## src/rtl/pit_pkg.sv

```systemverilog
package pit_pkg;
  localparam int DIV_W  = 16;
  localparam int DATA_W = 8;
  localparam int ADDR_W = 2;
  localparam int CTRL_W = 3;
  localparam int RUN_BIT = 2;

  typedef logic [DATA_W-1:0] byte_t;

  typedef enum logic [ADDR_W-1:0] {
    SEL_DIV  = 2'd0,
    SEL_CNT  = 2'd1,
    SEL_MOD  = 2'd2,
    SEL_CTRL = 2'd3
  } reg_sel_e;

  // log2 of the step period for each rate code
  function automatic int rate_shift(input logic [1:0] code);
    case (code)
      2'b00:   return 10;
      2'b01:   return 4;
      2'b10:   return 6;
      default: return 8;
    endcase
  endfunction

  // returns {wrapped, next value} for one step of the count register
  function automatic logic [DATA_W:0] count_step(input byte_t cur, input byte_t reload);
    if (cur == {DATA_W{1'b1}}) return {1'b1, reload};
    return {1'b0, cur + byte_t'(1)};
  endfunction
endpackage

```

## src/rtl/pit_divider.sv

```systemverilog
module pit_divider #(
  parameter int WIDTH = pit_pkg::DIV_W
) (
  input  logic             clk_i,
  input  logic             rst_ni,
  input  logic             clear_i,
  output logic [WIDTH-1:0] div_o
);
  always_ff @(posedge clk_i or negedge rst_ni) begin
    if (!rst_ni)      div_o <= '0;
    else if (clear_i) div_o <= '0;
    else              div_o <= div_o + 1'b1;
  end
endmodule

```

## src/rtl/pit_rate_tap.sv

```systemverilog
module pit_rate_tap #(
  parameter int WIDTH = pit_pkg::DIV_W
) (
  input  logic [WIDTH-1:0] div_i,
  input  logic [1:0]       rate_i,
  input  logic             run_i,
  input  logic             clear_i,
  output logic             tick_o
);
  localparam int NRATES = 4;
  logic [NRATES-1:0] hit;

  for (genvar g = 0; g < NRATES; g++) begin : g_tap
    localparam int SH = pit_pkg::rate_shift(2'(g));
    assign hit[g] = &div_i[SH-1:0];
  end

  assign tick_o = run_i & ~clear_i & hit[rate_i];
endmodule

```

## src/rtl/pit_counter.sv

```systemverilog
module pit_counter
  import pit_pkg::*;
(
  input  logic  clk_i,
  input  logic  rst_ni,
  input  logic  tick_i,
  input  logic  load_i,
  input  byte_t load_val_i,
  input  byte_t modulo_i,
  output byte_t cnt_o,
  output logic  ovf_o,
  output logic  irq_o
);
  logic  wrapped;
  byte_t stepped;

  assign {wrapped, stepped} = count_step(cnt_o, modulo_i);
  assign ovf_o = tick_i & ~load_i & wrapped;

  always_ff @(posedge clk_i or negedge rst_ni) begin
    if (!rst_ni) begin
      cnt_o <= '0;
      irq_o <= 1'b0;
    end else begin
      irq_o <= ovf_o;
      if (load_i)      cnt_o <= load_val_i;
      else if (tick_i) cnt_o <= stepped;
    end
  end
endmodule

```

## src/rtl/prog_interval_timer.sv

```systemverilog
module prog_interval_timer
  import pit_pkg::*;
(
  input  logic              clk_i,
  input  logic              rst_ni,
  input  logic [ADDR_W-1:0] reg_addr_i,
  input  logic [DATA_W-1:0] reg_wdata_i,
  input  logic              reg_wr_i,
  input  logic              reg_rd_i,
  output logic [DATA_W-1:0] reg_rdata_o,
  output logic              irq_o
);
  logic              wr_div, wr_cnt, wr_mod, wr_ctrl;
  logic [DIV_W-1:0]  div_q;
  logic [CTRL_W-1:0] ctrl_q;
  byte_t             mod_q, cnt_q;
  logic              tick, ovf;

  assign wr_div  = reg_wr_i && (reg_addr_i == SEL_DIV);
  assign wr_cnt  = reg_wr_i && (reg_addr_i == SEL_CNT);
  assign wr_mod  = reg_wr_i && (reg_addr_i == SEL_MOD);
  assign wr_ctrl = reg_wr_i && (reg_addr_i == SEL_CTRL);

  always_ff @(posedge clk_i or negedge rst_ni) begin
    if (!rst_ni) begin
      mod_q  <= '0;
      ctrl_q <= '0;
    end else begin
      if (wr_mod)  mod_q  <= reg_wdata_i;
      if (wr_ctrl) ctrl_q <= reg_wdata_i[CTRL_W-1:0];
    end
  end

  pit_divider #(.WIDTH(DIV_W)) u_div (
    .clk_i   (clk_i),
    .rst_ni  (rst_ni),
    .clear_i (wr_div),
    .div_o   (div_q)
  );

  pit_rate_tap #(.WIDTH(DIV_W)) u_tap (
    .div_i   (div_q),
    .rate_i  (ctrl_q[1:0]),
    .run_i   (ctrl_q[RUN_BIT]),
    .clear_i (wr_div),
    .tick_o  (tick)
  );

  pit_counter u_cnt (
    .clk_i      (clk_i),
    .rst_ni     (rst_ni),
    .tick_i     (tick),
    .load_i     (wr_cnt),
    .load_val_i (reg_wdata_i),
    .modulo_i   (mod_q),
    .cnt_o      (cnt_q),
    .ovf_o      (ovf),
    .irq_o      (irq_o)
  );

  always_comb begin
    reg_rdata_o = '0;
    if (reg_rd_i) begin
      case (reg_addr_i)
        SEL_DIV:  reg_rdata_o = div_q[DIV_W-1 -: DATA_W];
        SEL_CNT:  reg_rdata_o = cnt_q;
        SEL_MOD:  reg_rdata_o = mod_q;
        default:  reg_rdata_o = byte_t'(ctrl_q);
      endcase
    end
  end
endmodule

```

## config.mk

```make
export PLATFORM = sky130hd
export DESIGN_NAME = prog_interval_timer
export DESIGN_NICKNAME = d
export VERILOG_FILES = /design/src/rtl/pit_pkg.sv /design/src/rtl/pit_divider.sv /design/src/rtl/pit_rate_tap.sv /design/src/rtl/pit_counter.sv /design/src/rtl/prog_interval_timer.sv
export SDC_FILE = /design/constraint.sdc
export NUM_CORES = 1
export LEC_CHECK = 0
export ABC_AREA = 1
export CORE_UTILIZATION = 59
export CTS_BUF_LIST = sky130_fd_sc_hd__clkbuf_4
export DETAILED_ROUTE_END_ITERATION = 10
export GPL_TIMING_DRIVEN = 1
export PLACE_DENSITY = 0.82
export SLEW_MARGIN = 15
export SYNTH_ARGS = -nofsm -noshare
export SYNTH_HDL_FRONTEND = slang
export SYNTH_HIERARCHICAL = 1
export SYNTH_SLANG_ARGS = --single-unit
```

## constraint.sdc

```tcl
create_clock -name clk_i -period 1.6 [get_ports clk_i]
set_input_delay 0.32 -clock clk_i [delete_from_list [all_inputs] [get_ports clk_i]]
set_output_delay 0.32 -clock clk_i [all_outputs]
set_load 0.01 [all_outputs]
```

Word-level counts from Yosys, hierarchy flattened
Cells that the tools add are included.
Word-level totals
  bits in registers: 36
  output and inout port bits: 9
  logic and storage cells: 38
Operators by class
  $add $sub $neg: 2
  order comparisons: 1
  eq/ne operators: 4
  multiplexer cells: 10
  bitwise operators: 6
  reduce and logical (&&, ||, !) cells: 10
Operators with widths (count)
  $mux 8: 3
  $pmux 8 s3: 1
  $mux 9: 2
  $add 16x1->16 const B: 1
  $mux 16: 1
  $reduce_and 10->1: 1
  $add 8x1->8 const B: 1
  $eq 8x8->1 const B: 1
  $reduce_and 8->1: 1
  $reduce_and 6->1: 1
  $and 1x1->1: 4
  $eq 2x2->1 const B: 2
  $logic_and 1x1->1: 4
  $reduce_and 4->1: 1
  $lt 2x3->1 const B: 1
  $bmux 1 s2: 1
  $eq 2x1->1 const B: 1
  $logic_not 2->1: 1
  $mux 1: 2
  $not 1->1: 2
  $reduce_bool 2->1: 1

Logic depth before layout (Yosys ltp)
  word-level depth: 7
  depth in mapped cells: 12
  mapped depth without buffers: 12

Modules after synthesis
Netlist, hierarchy kept.
Modules (own cells, without submodules)
  pit_divider: times used 1, cells each 116, area each 867.1 sq um, sequential area each 400.4 sq um
  prog_interval_timer: times used 1, cells each 109, area each 763.2 sq um, sequential area each 275.3 sq um
  pit_counter: times used 1, cells each 89, area each 634.4 sq um, sequential area each 225.2 sq um
  pit_rate_tap: times used 1, cells each 19, area each 83.8 sq um, sequential area each 0.0 sq um

Worst setup path before layout
No wires, ideal clock.
  path type: input -> register
  from: input reg_addr_i[1]
  to: register u_cnt.cnt_o[5]
  library setup time: 121 ps
  data arrival time: 1907 ps
  data required time: 1479 ps
  setup slack: -429 ps
  stages: 12
  cell sequence: buf_4 -> buf_2 -> nor3_1 -> nor2_4 -> nand2_1 -> nor2_1 -> nand2_1 -> inv_1 -> nand2_1 -> inv_1 -> nand2_1 -> nand2_1
Between the ends
  longest elaborated chain between the ends: 6
Ends and longest elaborated chain
  start, declared: RTL line prog_interval_timer.sv:6  | input logic [ADDR_W-1:0] reg_addr_i,
  $logic_not 2->1: RTL line prog_interval_timer.sv:19  | assign wr_div = reg_wr_i && (reg_addr_i == SEL_DIV);
  $logic_and 1x1->1: RTL line prog_interval_timer.sv:19
  net wr_div: RTL line prog_interval_timer.sv:13  | logic wr_div, wr_cnt, wr_mod, wr_ctrl;
  $not 1->1: RTL line pit_rate_tap.sv:18  | assign tick_o = run_i & ~clear_i & hit[rate_i];
  $and 1x1->1 (2 in series): RTL line pit_rate_tap.sv:18
  net tick: RTL line prog_interval_timer.sv:17  | logic tick, ovf;
  $reduce_bool 2->1 (no line)
  end signal, assigned: RTL line pit_counter.sv:26  | if (load_i) cnt_o <= load_val_i;
  end signal, assigned: RTL line pit_counter.sv:27  | else if (tick_i) cnt_o <= stepped;
  end, declared: RTL line pit_counter.sv:10  | output byte_t cnt_o,
The timed path passes the listed nets, and every way through them passes these cells.
A chain may end at the register's enable or synchronous reset.

Worst setup path after layout
  from: register mod_q[1]
  to: output reg_rdata_o[1]
Between the ends
  longest elaborated chain between the ends: 2
Ends and longest elaborated chain
  start, declared: RTL line prog_interval_timer.sv:16  | byte_t mod_q, cnt_q;
  start signal, assigned: RTL line prog_interval_timer.sv:29  | if (wr_mod) mod_q <= reg_wdata_i;
  $pmux 8 s3: RTL line prog_interval_timer.sv:64  | case (reg_addr_i)
  $mux 8: RTL line prog_interval_timer.sv:63  | if (reg_rd_i) begin
  end, declared: RTL line prog_interval_timer.sv:10  | output logic [DATA_W-1:0] reg_rdata_o,
Every way passes these cells.

==> summary.md <==
| Metric | Value |
|---|---|
| Clock Skew | approximately 0.02 ns |
| Pin count of the biggest net entering global routing | 21 |
| ANT nets after route | 0 |
| Synthesized cell area | about 2300 um2 |
| Max-cap violations | 0 |
| Drt wl/cell | 13.2 um |
| Critical path cell sequence | o21ai_1, nand3_1, nand2_1, inv_1, buf_2 |
| Design Power | 2.83 mW |
| Max incr delay on CP | 0.40 ns |
| Max Slew Vio Count | 0 |
| Final wirelength | 6.06 mm |
| Syn avg cell area | about 7.1 um2 |
| First-pass GRT wire length | a little under 10 mm |
| CORE AREA | ~3700 um2 |
| Worst path required time | 1.28 ns |
| Sink Count | 36 |
| Number of antenna violations at the first check in global routing | 0 |
| Die Span Y | about 65 um |
| Initial DRC Count | roughly 200 |
| Top post-synthesis cells by area | dfrtp_1, nand2_1, nand3_1 |
| Hold Vio Cnt, Final | 0 |
| Crit-path slowest cell | dfrtp_1 |
| Setup_tns | 0 ns |
| Crit path max-delay family | flip-flops |
| DRT Pass-1 Iters | 5 |
| DP HPWL | 4.34 mm |
| CTS Root Cell | clkbuf_4 |
| FF-to-FF setup slack | ~0.11 ns |
| Peak VDD IR | 0.000913 V |
| PwrDens | 930 nW/um2 |
| Outcome | finished clean |
| Final setup violation count | 0 |
| Vias per cell | 5.42 |
| Critical path buffers and inverters | 2 |
| Placed cells | between 400 and 500 |
| Dominant cell type by area after synthesis | dfrtp_1 |
| Max-slew headroom | roughly three quarters |
| CTS tree | yes |
| Port Buffers | 22 |
| Final min period | 1.58 ns |
| P&R area growth vs syn | 29.7% |
| Share of layout cells above drive strength 1 | 28.0% |
| Worst Hold Class | in2async |
| Total GRT Usage | between 30% and 40% |
| CP Depth | 5 |
| Worst setup EP type | output port |
| Nets@finish | 427 |
| Highest Clock Rate | 634 MHz |
| Final Util | 81.4% |
| Non-filler cells in the finished layout | 459 |
| Diodes inserted | 0 |
| CTS Buf Count | 5 |
| Kind of critical path | reg2out |
| I/O pins | 23 |
| Total number of yosys warnings | 6 |
| Worst EP arrival | 1.26 ns |
| Gr ovfl total | 0 |
| DRC errors left | 0 |
| Vias post-DR | 2490 |
| R2r worst-path depth | 10 |
| Clk_lat worst skew | 0.36 ns |
| LEAKAGE | 1.66 nW |
| Worst slack, placed | -0.668 ns |
| Syn Nets | 349 |
| Worst Tran Pin Value | 0.404 ns |
| Crit path launch type | flop |
| Synthesized instance count | 333 |
| Die Area | 4240 um2 |
| Post-synth top area share | 38.4% |
| FF+latch count, synth | 36 |
| Number of global-route vias before repair | 2173 |
| Final worst slack | 0.0219 ns |
| Part of the cycle the worst path needs | 98.6% |
| Critical path peak fanout | 2 |
| CTS Buffer Depth | 2 |
| Post-synthesis sequential area ratio | between 30% and 40% |
| Synth cell types | 30 |
| RSZ-0062 raised after global routing | true |
| H-tree levels | 2 |
| Clock transition at the registers of the reported paths | 0.12 ns |
| # rows | 22 |
| Placer Congestion | 0.932 |
| Starting Density | a little over three fifths |
| Die width | 65.1 um |
-- cell families after synthesis --
family / after synthesis / synth area share, %
buffers and inverters: 56 / 9.70
XOR/XNOR: 3 / 1.12
AO/OA/AOI/OAI: 41 / 11.3
adder cells (fa/ha/maj): 2 / 1.07
AND/OR/NAND/NOR: 195 / 38.4
flip-flops: 36 / 38.4
-- flip-flops by register name, summed over array words and instances, names as in the netlist --
register / count
u_cnt/irq_o: 1
u_div/div_o: 16
ctrl_q: 3
u_cnt/cnt_o: 8
mod_q: 8
-- cell usage in the layout, fill, tap and decap left out, types with 2 or more instances in the layout --
master / synthesis / routed
nand2_1: 92 / 89
buf_4: 2 / 52
inv_1: 47 / 45
nor2_1: 40 / 38
nand3_1: 36 / 36
dfrtp_1: 36 / 36
nand2_2: 9 / 11
clkdlybuf4s50_1: 0 / 10
o21ai_2: 8 / 9
o21ai_1: 8 / 9
buf_2: 2 / 8
a22oi_1: 7 / 7
o21ai_0: 9 / 7
nor2_2: 5 / 6
nor2_4: 5 / 6
inv_2: 4 / 5
clkbuf_4: 0 / 5
a21oi_1: 5 / 4
clkbuf_2: 0 / 3
clkinv_1: 0 / 2
nand2_4: 1 / 2
ha_1: 2 / 2
o21bai_1: 2 / 2
xor2_1: 2 / 2
-- repair_timing --
item	in CTS	in global routing
hold endpoints to repair	16	0
endpoints found under the setup margin	17	14
hold buffers	1	0
resized for setup	33	17
pin swaps	3	8
setup buffers	8	8
-- synth_stat cells --
library cell	count
a21boi_0	1
a21oi_1	5
a22oi_1	7
buf_2	2
buf_4	2
buf_6	1
dfrtp_1	36
ha_1	2
inv_1	47
inv_2	4
nand2_1	92
nand2_2	9
nand2_4	1
nand3_1	36
nand3_2	1
nand3_4	1
nand3b_1	1
nand4_1	1
nor2_1	40
nor2_2	5
nor2_4	5
nor2_8	1
nor3_1	2
o21ai_0	9
o21ai_1	8
o21ai_2	8
o21bai_1	2
o21bai_2	1
xnor2_1	1
xor2_1	2
-- final timing paths --
| kind | startpoint | to |
|---|---|---|
| max in group asynchronous | rst_ni | u_cnt/cnt_o[2] |
| hold / removal | rst_ni | u_div/div_o[6] |
| min in group clk_i | reg_addr_i[0] | ctrl_q[0] |
| hold reg to reg | mod_q[0] | mod_q[0] |
| setup reg to reg | u_div/div_o[6] | u_cnt/cnt_o[1] |
| setup / recovery | mod_q[1] | reg_rdata_o[1] |
-- per-layer routing --
metal	vias to the layer above	GRT usage [%]	wire length, um
li1	1203	-	-
met1	1151	42.3	2680
met2	120	49.6	2870
met3	16	5.73	378
met4	0	11.7	130
met5	-	0	0
-- worst reg2reg max path: cells and delay by family (launching register included) --
kind	cells	cell delay, ns
AND/OR/NAND/NOR	6	0.51
flip-flops	1	0.41
AO/OA/AOI/OAI	3	0.33
buffers and inverters	1	0.15
-- final cells by class --
cell class                 instances  area [um2]
multi-input combinational        241        1260
sequential                        36         901
fill                             280         698
timing repair buffer              76         584
inverter                          51         194
tap                               48        60.1
clock buffer                       5        37.5
clock inverter                     2        7.51
-- through the flow --
step / area, um2 / hold WS [ns]
2_1_floorplan: 2360 / 0.0244
3_3_place_gp: 2890 / 0.273
3_5_place_dp: 2890 / 0.275
4_1_cts: 3010 / 0.408
5_1_grt: 3050 / 0.430
6_report: 3050 / 0.400
-- power by group --
group / internal, mW / switching (mW)
Clock: 0.153 / 0.307
Combinational: 0.546 / 0.620
Sequential: 1.08 / 0.125
Total: 1.78 / 1.05
Power figures use the tool's default switching activity.
